**src/rtl/uart_irq_pkg.sv**
```systemverilog
package uart_irq_pkg;
  localparam int NUM_SRC = 5;
  localparam logic [3:0] CODE_LINE = 4'h6;
  localparam logic [3:0] CODE_TMO  = 4'hC;
  localparam logic [3:0] CODE_RDA  = 4'h4;
  localparam logic [3:0] CODE_THR  = 4'h2;
  localparam logic [3:0] CODE_MSR  = 4'h0;
  localparam logic [3:0] CODE_NONE = 4'h1;

  typedef struct packed {
    logic thrSet;
    logic thrClr;
    logic errClr;
  } irq_strobe_t;

  // Code for request index; index 0 is the highest rank.
  function automatic logic [3:0] srcCode(input int idx);
    case (idx)
      0:       srcCode = CODE_LINE;
      1:       srcCode = CODE_TMO;
      2:       srcCode = CODE_RDA;
      3:       srcCode = CODE_THR;
      default: srcCode = CODE_MSR;
    endcase
  endfunction
endpackage

```
**src/rtl/uart_irq_ctrl.sv**
```systemverilog
module uart_irq_ctrl
  import uart_irq_pkg::*;
(
  input  logic        clk,
  input  logic        rst_n,
  input  logic        iirRead,
  input  logic        lsrRead,
  input  logic        ierWrite,
  input  logic        thrWrite,
  input  logic        thrEmptyEvt,
  input  logic        thrEmpty,
  input  logic [3:0]  curCode,
  output irq_strobe_t strb
);
  always_comb begin
    strb.thrSet = thrEmptyEvt | (ierWrite & thrEmpty);
    strb.thrClr = thrWrite | (iirRead & (curCode == CODE_THR));
    strb.errClr = lsrRead;
  end


  iir_other_keep_chk: assert property (@(posedge clk) disable iff (!rst_n)
    (iirRead && curCode != CODE_THR && !thrWrite) |-> !strb.thrClr);


  ier_rearm_chk: assert property (@(posedge clk) disable iff (!rst_n)
    (ierWrite && thrEmpty) |-> strb.thrSet);
endmodule

```
**src/rtl/uart_irq_dp.sv**
```systemverilog
module uart_irq_dp
  import uart_irq_pkg::*;
#(
  parameter int CNT_W = 5
) (
  input  logic             clk,
  input  logic             rst_n,
  input  irq_strobe_t      strb,
  input  logic [3:0]       ierVal,
  input  logic             fifoEn,
  input  logic [CNT_W-1:0] rxCount,
  input  logic [CNT_W-1:0] rxTrigger,
  input  logic             dataReady,
  input  logic             timeoutPend,
  input  logic             ovrSet,
  input  logic             brkSet,
  input  logic             parErr,
  input  logic             frmErr,
  input  logic [3:0]       msDelta,
  output logic [7:0]       iirOut,
  output logic             irqOut,
  output logic [3:0]       lsrErr,
  output logic [3:0]       curCode
);
  logic thrPendQ, ovrQ, brkQ, fifoModeQ;
  logic [NUM_SRC-1:0] req, grant;
  logic rdaHit;

  always_ff @(posedge clk or negedge rst_n) begin
    if (!rst_n) begin
      thrPendQ  <= 1'b0;
      ovrQ      <= 1'b0;
      brkQ      <= 1'b0;
      fifoModeQ <= 1'b0;
    end else begin
      fifoModeQ <= fifoEn;
      if (strb.thrSet)      thrPendQ <= 1'b1;
      else if (strb.thrClr) thrPendQ <= 1'b0;
      if (ovrSet)           ovrQ <= 1'b1;
      else if (strb.errClr) ovrQ <= 1'b0;
      if (brkSet)           brkQ <= 1'b1;
      else if (strb.errClr) brkQ <= 1'b0;
    end
  end

  assign lsrErr = {brkQ, frmErr, parErr, ovrQ};
  assign rdaHit = fifoModeQ ? (rxCount >= rxTrigger) : dataReady;

  always_comb begin
    req[0] = ierVal[2] & (|lsrErr);
    req[1] = ierVal[0] & timeoutPend;
    req[2] = ierVal[0] & rdaHit;
    req[3] = ierVal[1] & thrPendQ;
    req[4] = ierVal[3] & (|msDelta);
  end

  // Fixed-rank pick: first set request wins.
  always_comb begin
    logic taken;
    taken = 1'b0;
    grant = '0;
    for (int i = 0; i < NUM_SRC; i++) begin
      if (req[i] && !taken) begin
        grant[i] = 1'b1;
        taken    = 1'b1;
      end
    end
  end

  always_comb begin
    curCode = (grant == '0) ? CODE_NONE : 4'h0;
    for (int i = 0; i < NUM_SRC; i++)
      if (grant[i]) curCode = curCode | srcCode(i);
  end

  assign iirOut = {fifoModeQ, fifoModeQ, 2'b00, curCode};
  assign irqOut = ~curCode[0];


  grant_onehot_chk: assert property (@(posedge clk) disable iff (!rst_n)
    $onehot0(grant));


  line_top_chk: assert property (@(posedge clk) disable iff (!rst_n)
    (ierVal[2] && (ovrQ || brkQ || parErr || frmErr)) |-> iirOut[3:0] == CODE_LINE);


  rx_gate_chk: assert property (@(posedge clk) disable iff (!rst_n)
    !ierVal[0] |-> (iirOut[3:0] != CODE_TMO && iirOut[3:0] != CODE_RDA));


  fifo_bits_chk: assert property (@(posedge clk) disable iff (!rst_n)
    fifoEn |=> iirOut[7:6] == 2'b11);


  lsr_clear_chk: assert property (@(posedge clk) disable iff (!rst_n)
    (strb.errClr && !ovrSet && !brkSet) |=> (!ovrQ && !brkQ));


  err_sticky_chk: assert property (@(posedge clk) disable iff (!rst_n)
    ovrSet |=> lsrErr[0]);


  thr_set_chk: assert property (@(posedge clk) disable iff (!rst_n)
    strb.thrSet |=> thrPendQ);
endmodule

```
**src/rtl/uart_irq_ident.sv**
```systemverilog
module uart_irq_ident
  import uart_irq_pkg::*;
#(
  parameter int CNT_W = 5
) (
  input  logic             clk,
  input  logic             rst_n,
  input  logic [3:0]       ierVal,
  input  logic             ierWrite,
  input  logic             fifoEn,
  input  logic [CNT_W-1:0] rxCount,
  input  logic [CNT_W-1:0] rxTrigger,
  input  logic             dataReady,
  input  logic             timeoutPend,
  input  logic             ovrSet,
  input  logic             brkSet,
  input  logic             parErr,
  input  logic             frmErr,
  input  logic             thrEmpty,
  input  logic             thrEmptyEvt,
  input  logic             thrWrite,
  input  logic [3:0]       msDelta,
  input  logic             iirRead,
  input  logic             lsrRead,
  output logic [7:0]       iirOut,
  output logic             irq,
  output logic [3:0]       lsrErr
);
  irq_strobe_t strb;
  logic [3:0]  curCode;

  uart_irq_ctrl u_ctrl (
    .clk(clk), .rst_n(rst_n), .iirRead(iirRead), .lsrRead(lsrRead),
    .ierWrite(ierWrite), .thrWrite(thrWrite), .thrEmptyEvt(thrEmptyEvt),
    .thrEmpty(thrEmpty), .curCode(curCode), .strb(strb)
  );

  uart_irq_dp #(.CNT_W(CNT_W)) u_dp (
    .clk(clk), .rst_n(rst_n), .strb(strb), .ierVal(ierVal), .fifoEn(fifoEn),
    .rxCount(rxCount), .rxTrigger(rxTrigger), .dataReady(dataReady),
    .timeoutPend(timeoutPend), .ovrSet(ovrSet), .brkSet(brkSet),
    .parErr(parErr), .frmErr(frmErr), .msDelta(msDelta),
    .iirOut(iirOut), .irqOut(irq), .lsrErr(lsrErr), .curCode(curCode)
  );
endmodule

```
**config.mk**
```make
export PLATFORM = sky130hd
export DESIGN_NAME = uart_irq_ident
export DESIGN_NICKNAME = d
export VERILOG_FILES = /design/src/rtl/uart_irq_pkg.sv /design/src/rtl/uart_irq_ctrl.sv /design/src/rtl/uart_irq_dp.sv /design/src/rtl/uart_irq_ident.sv
export SDC_FILE = /design/constraint.sdc
export NUM_CORES = 1
export LEC_CHECK = 0
export BUFFER_PORTS_ARGS = -buffer_cell sky130_fd_sc_hd__buf_2
export CAP_MARGIN = 20
export CORE_AREA = 2 2 39 41
export DETAILED_ROUTE_END_ITERATION = 12
export DIE_AREA = 0 0 41 43
export PLACE_DENSITY = 0.8
export SLEW_MARGIN = 0
export SYNTH_ARGS = -nofsm -noshare
export SYNTH_HDL_FRONTEND = slang
export SYNTH_HIERARCHICAL = 1
export SYNTH_SLANG_ARGS = --single-unit
```
**constraint.sdc**
```tcl
create_clock -name clk -period 3.1 [get_ports clk]
set_clock_uncertainty 0.05 [all_clocks]
set_input_delay 0.155 -clock clk [delete_from_list [all_inputs] [get_ports clk]]
set_output_delay 0.155 -clock clk [all_outputs]
set_load 0.01 [all_outputs]
```
After elaboration in Yosys (flattened, before gate mapping)
Index checks and enable logic that the tools add are counted.

Output and inout port bits: 13. Register bits: 4. Logic and storage cells: 60. Memory bits (writable): 0. Latch bits: 0. Memories: 0. Bits in read-only memories: 0.

Equal/unequal tests: 1. Bitwise operators: 15. Shift operators: 0. Divide/modulo/power cells: 0. Reduce and logical (&&, ||, !) cells: 14. $lt $le $gt $ge: 1. Mux-type cells: 25. Add/subtract/negate cells: 0. Multiply operators: 0.

Operators by type and width (number): two-way mux 4 bit (10); OR 4 bit (5); two-way mux 1 bit (15); OR reduction 4 bit (2); bitwise AND 1 bit (7); nonzero test 2 bit (3); >= comparator 5 bit (1); zero test 5 bit (1); == test 4 x 2 -> 1 bit (second input constant) (1); logical AND 1 bit (4); zero test 1 bit (4); OR 1 bit (2); NOT 1 bit (1).

Longest topological paths before layout
Depth after elaboration: 32. Gate-level depth with buffers: 10.

Cells and area by module
The synthesis kept the hierarchy.

By module, submodules not included: uart_irq_dp (instances 1, sequential area each 100.1 sq um, cells an instance 51, area each 451.7 sq um); uart_irq_ctrl (instances 1, sequential area each 0.0 sq um, cells an instance 4, area each 37.5 sq um).

Worst setup path before layout
OpenSTA, ideal clock, no wires.

Path type: in2reg. Start: in rxTrigger[4]. End: reg u_dp.thrPendQ. Required time: 2932 ps. Slack: 1338 ps. Arrival time: 1594 ps. Stages: 10. Path buffers: 0. Cells stage by stage: inv_1 -> ha_1 -> a21oi_2 -> a21oi_1 -> a211oi_2 -> a31o_1 -> nor4b_2 -> a21o_1 -> inv_1 -> a21o_1.

RTL lines: start: declaration (RTL line uart_irq_ident.sv:12) `input logic [CNT_W-1:0] rxTrigger,`; end signal: assignment (RTL line uart_irq_dp.sv:31) `thrPendQ <= 1'b0;`; end signal: assignment (RTL line uart_irq_dp.sv:37) `if (strb.thrSet) thrPendQ <= 1'b1;`; end signal: assignment (RTL line uart_irq_dp.sv:38) `else if (strb.thrClr) thrPendQ <= 1'b0;`; end: declaration (RTL line uart_irq_dp.sv:25) `logic thrPendQ, ovrQ, brkQ, fifoModeQ;`.

==> results_dict.tcl <==
set metrics [dict create \
    setup_viol 0 \
    powerDensity_mw_per_mm2 284 \
    grt_pass1_vias 448 \
    r2r.worst_path.cells 8 \
    hpwlAfterDp_um 930 \
    synth-simple-area-share_pct 14.6 \
    antenna_found_initial 0 \
    syn_to_final_growth_pct 37.6 \
    clockRootBuffer "clkbuf_4" \
    peakVddDrop_v 0.000157 \
    min_to "u_dp/ovrQ$_DFFE_PN0P_" \
    fin_crit_ns 1.84 \
    mostFrequentLayoutCells "43 x buf_2, 8 x inv_1, 5 x a21o_1, 5 x ha_1, 4 x dfrtp_1" \
    status "completed" \
    seq_area_um2 100 \
    via_per_inst 4.50 \
    ios 46 \
    worst-setup-path-type "flip-flop to flip-flop" \
    n_fill_cell 146 \
    maxSlewViolCount 0 \
    critPathLaunchType "flip-flop" \
    yosysTopAreaCell "dfrtp_1" \
    cts_buffer_depth 2 \
    netlist_area_um2 489 \
    dr_total_vias 481 \
    rows 14 \
    crit_path_max_fanout 5 \
    fin_nets 131 \
    synthAdderAreaFrac_pct 12.8 \
    synthXorXnorAreaFrac_pct 0 \
    grt_max_degree 6 \
    drt-initial-drc-count 0 \
    drc 0 \
    avgSynthCellArea_um2 8.89 \
    die_w_um 41 \
    gr-usage-all-layers_pct 13.2 \
    hold_start "ovrSet" \
    power_uw 191 \
    die_h_um 43 \
    cts_made_buffers 3 \
    whs_path_depth 2 \
    cts_tree "yes" \
    h-tree-depth 1 \
    hold_class "primary input to flip-flop" \
    post-cts-setup-buffer-count 0 \
    rsz0062_at_grt "no" \
    grt_pass1_wl_um 1550 \
    ant_nets 0 \
    multi_input_area_um2 265 \
    yosysUniqueCellTypes 21 \
    crit_arrival_ns 1.91 \
    drtPass1Iterations 1 \
    wl_per_cell_um 9.52 \
    die_area_mm2 0.00176 \
    fmax_mhz 542 \
    ys_seq_area_share_pct 20.5 \
    maxCapViolCount 0 \
    leakage_nw 0.403 \
    r2r-start "u_dp/fifoModeQ$_DFF_PN0_" \
    start_util_pct 35.4 \
    drive_gt1_share_pct 56.0 \
    yosys_warnings 6 \
    hold_viol 0 \
    synth_cells 55 \
    fin_crit_sh_pct 59.5 \
    clk_latency_ns 0.23 \
    clkSlewWorstSetupHoldPaths_ns 0.04 \
    gp_congestion 0.623 \
    synthMuxAreaShare_pct 0 \
    end_kind "flip-flop" \
    ys_ff_latch 4 \
    setup_tns_ns 0 \
    synth_top_cell_area_share_pct 20.5 \
    synth_top_family_by_area "buffers and inverters" \
    synth_compound_area_share_pct 25.3 \
    clock_sinks 4 \
    yosys-top-cells-area "dfrtp_1 20%, buf_4 20%, ha_1 13%, a21o_1 7.7%, inv_1 6.1%" \
    r2r_setup_slack_ns 1.26 \
    drt_wl_total_um 1020 \
    r2r_end "u_dp/thrPendQ$_DFFE_PN0P_" \
    core_area_mm2 0.00138 \
    overflow 0 \
    port_buffers 43 \
    final_common_cell "buf_2" \
    cp.required_ns 3.17 \
    diodes 0 \
]
worst max-delay path, stage by stage (launching register included):
cell and delay, ns:
dfrtp_1 0.41, o21ai_0 0.17, a21oi_1 0.07, a211oi_2 0.30
a31o_1 0.21, nor4b_2 0.19, a21o_1 0.15, inv_1 0.03
a21o_1 0.16
power breakdown:
| group | internal (mW) | total (mW) | switching (mW) |
|---|---|---|---|
| Clock | 0.0431 | 0.0620 | 0.0189 |
| Sequential | 0.0560 | 0.0599 | 0.00398 |
| Combinational | 0.0376 | 0.0691 | 0.0316 |
worst max path at each step:
stage	slack [ns]	cells after the start	end	from
floorplan	1.34	10	u_dp/thrPendQ$_DFFE_PN0P_	rxTrigger[4]
global placement	1.21	10	u_dp/thrPendQ$_DFFE_PN0P_	rxCount[4]
detailed placement	1.11	10	u_dp/thrPendQ$_DFFE_PN0P_	rxCount[4]
CTS	1.26	8	u_dp/thrPendQ$_DFFE_PN0P_	u_dp/fifoModeQ$_DFF_PN0_
global route	1.13	8	u_dp/thrPendQ$_DFFE_PN0P_	u_dp/fifoModeQ$_DFF_PN0_
finish	1.26	8	u_dp/thrPendQ$_DFFE_PN0P_	u_dp/fifoModeQ$_DFF_PN0_
Yosys cell counts, drive strengths merged:
| master | number |
|---|---|
| dfrtp | 4 |
| a211oi | 1 |
| o41ai | 2 |
| o21ai | 2 |
| a21oi | 3 |
| nor4b | 1 |
| ha | 5 |
| nor2b | 1 |
| inv | 8 |
| nand2 | 3 |
| and4 | 2 |
| nand4 | 1 |
| a31o | 1 |
| a21o | 5 |
| buf | 13 |
| conb | 1 |
| and2 | 2 |
registers in the layout (all words and copies together), names as in the netlist:
signal          flops
u_dp/thrPendQ       1
u_dp/fifoModeQ      1
u_dp/ovrQ           1
u_dp/brkQ           1
cell families (layout without fill, tap and decap cells):
family / after synthesis / in the layout
fa+ha+maj: 5 / 5
compound gates: 14 / 14
flops: 4 / 4
simple gates: 10 / 10
other cells: 1 / 2
buf+inv: 21 / 56
layout make-up:
cell class / instances / share of cell area, %
Multi-Input combinational cell: 31 / 39.4
Timing Repair Buffer: 45 / 34.9
Sequential cell: 4 / 14.9
Inverter: 8 / 4.46
Clock buffer: 3 / 3.35
Tap cell: 16 / 2.97
repair_timing:
item / 4_1_cts / 5_1_grt
endpoints found under the hold margin: 5 / 0
gates resized for setup: 0 / 0
hold buffers: 2 / 0
per-layer routing:
metal / part of all wire [%] / vias up / GRT usage (%)
li1: - / 248 / -
met3: 9.7 / 0 / 1.57
met2: 58 / 21 / 25.9
met5: 0 / - / 0
met1: 32 / 212 / 9.74
met4: 0 / 0 / 10.0
metrics by stage:
| stage | instances | util [%] | hold WS [ns] | area, um^2 | setup slack, ns |
|---|---|---|---|---|---|
| 5_1_grt | 107 | 48.6 | 0.0650 | 673 | 1.13 |
| 6_report | 107 | 48.6 | 0.0534 | 673 | 1.26 |
| 3_3_place_gp | 102 | 45.6 | -0.0883 | 631 | 1.21 |
| 4_1_cts | 107 | 48.6 | 0.0448 | 673 | 1.26 |
| 3_5_place_dp | 102 | 45.6 | -0.0852 | 631 | 1.11 |
| 2_1_floorplan | 56 | - | -0.191 | 493 | 1.34 |
No activity file was read; power rests on OpenSTA's default activity.
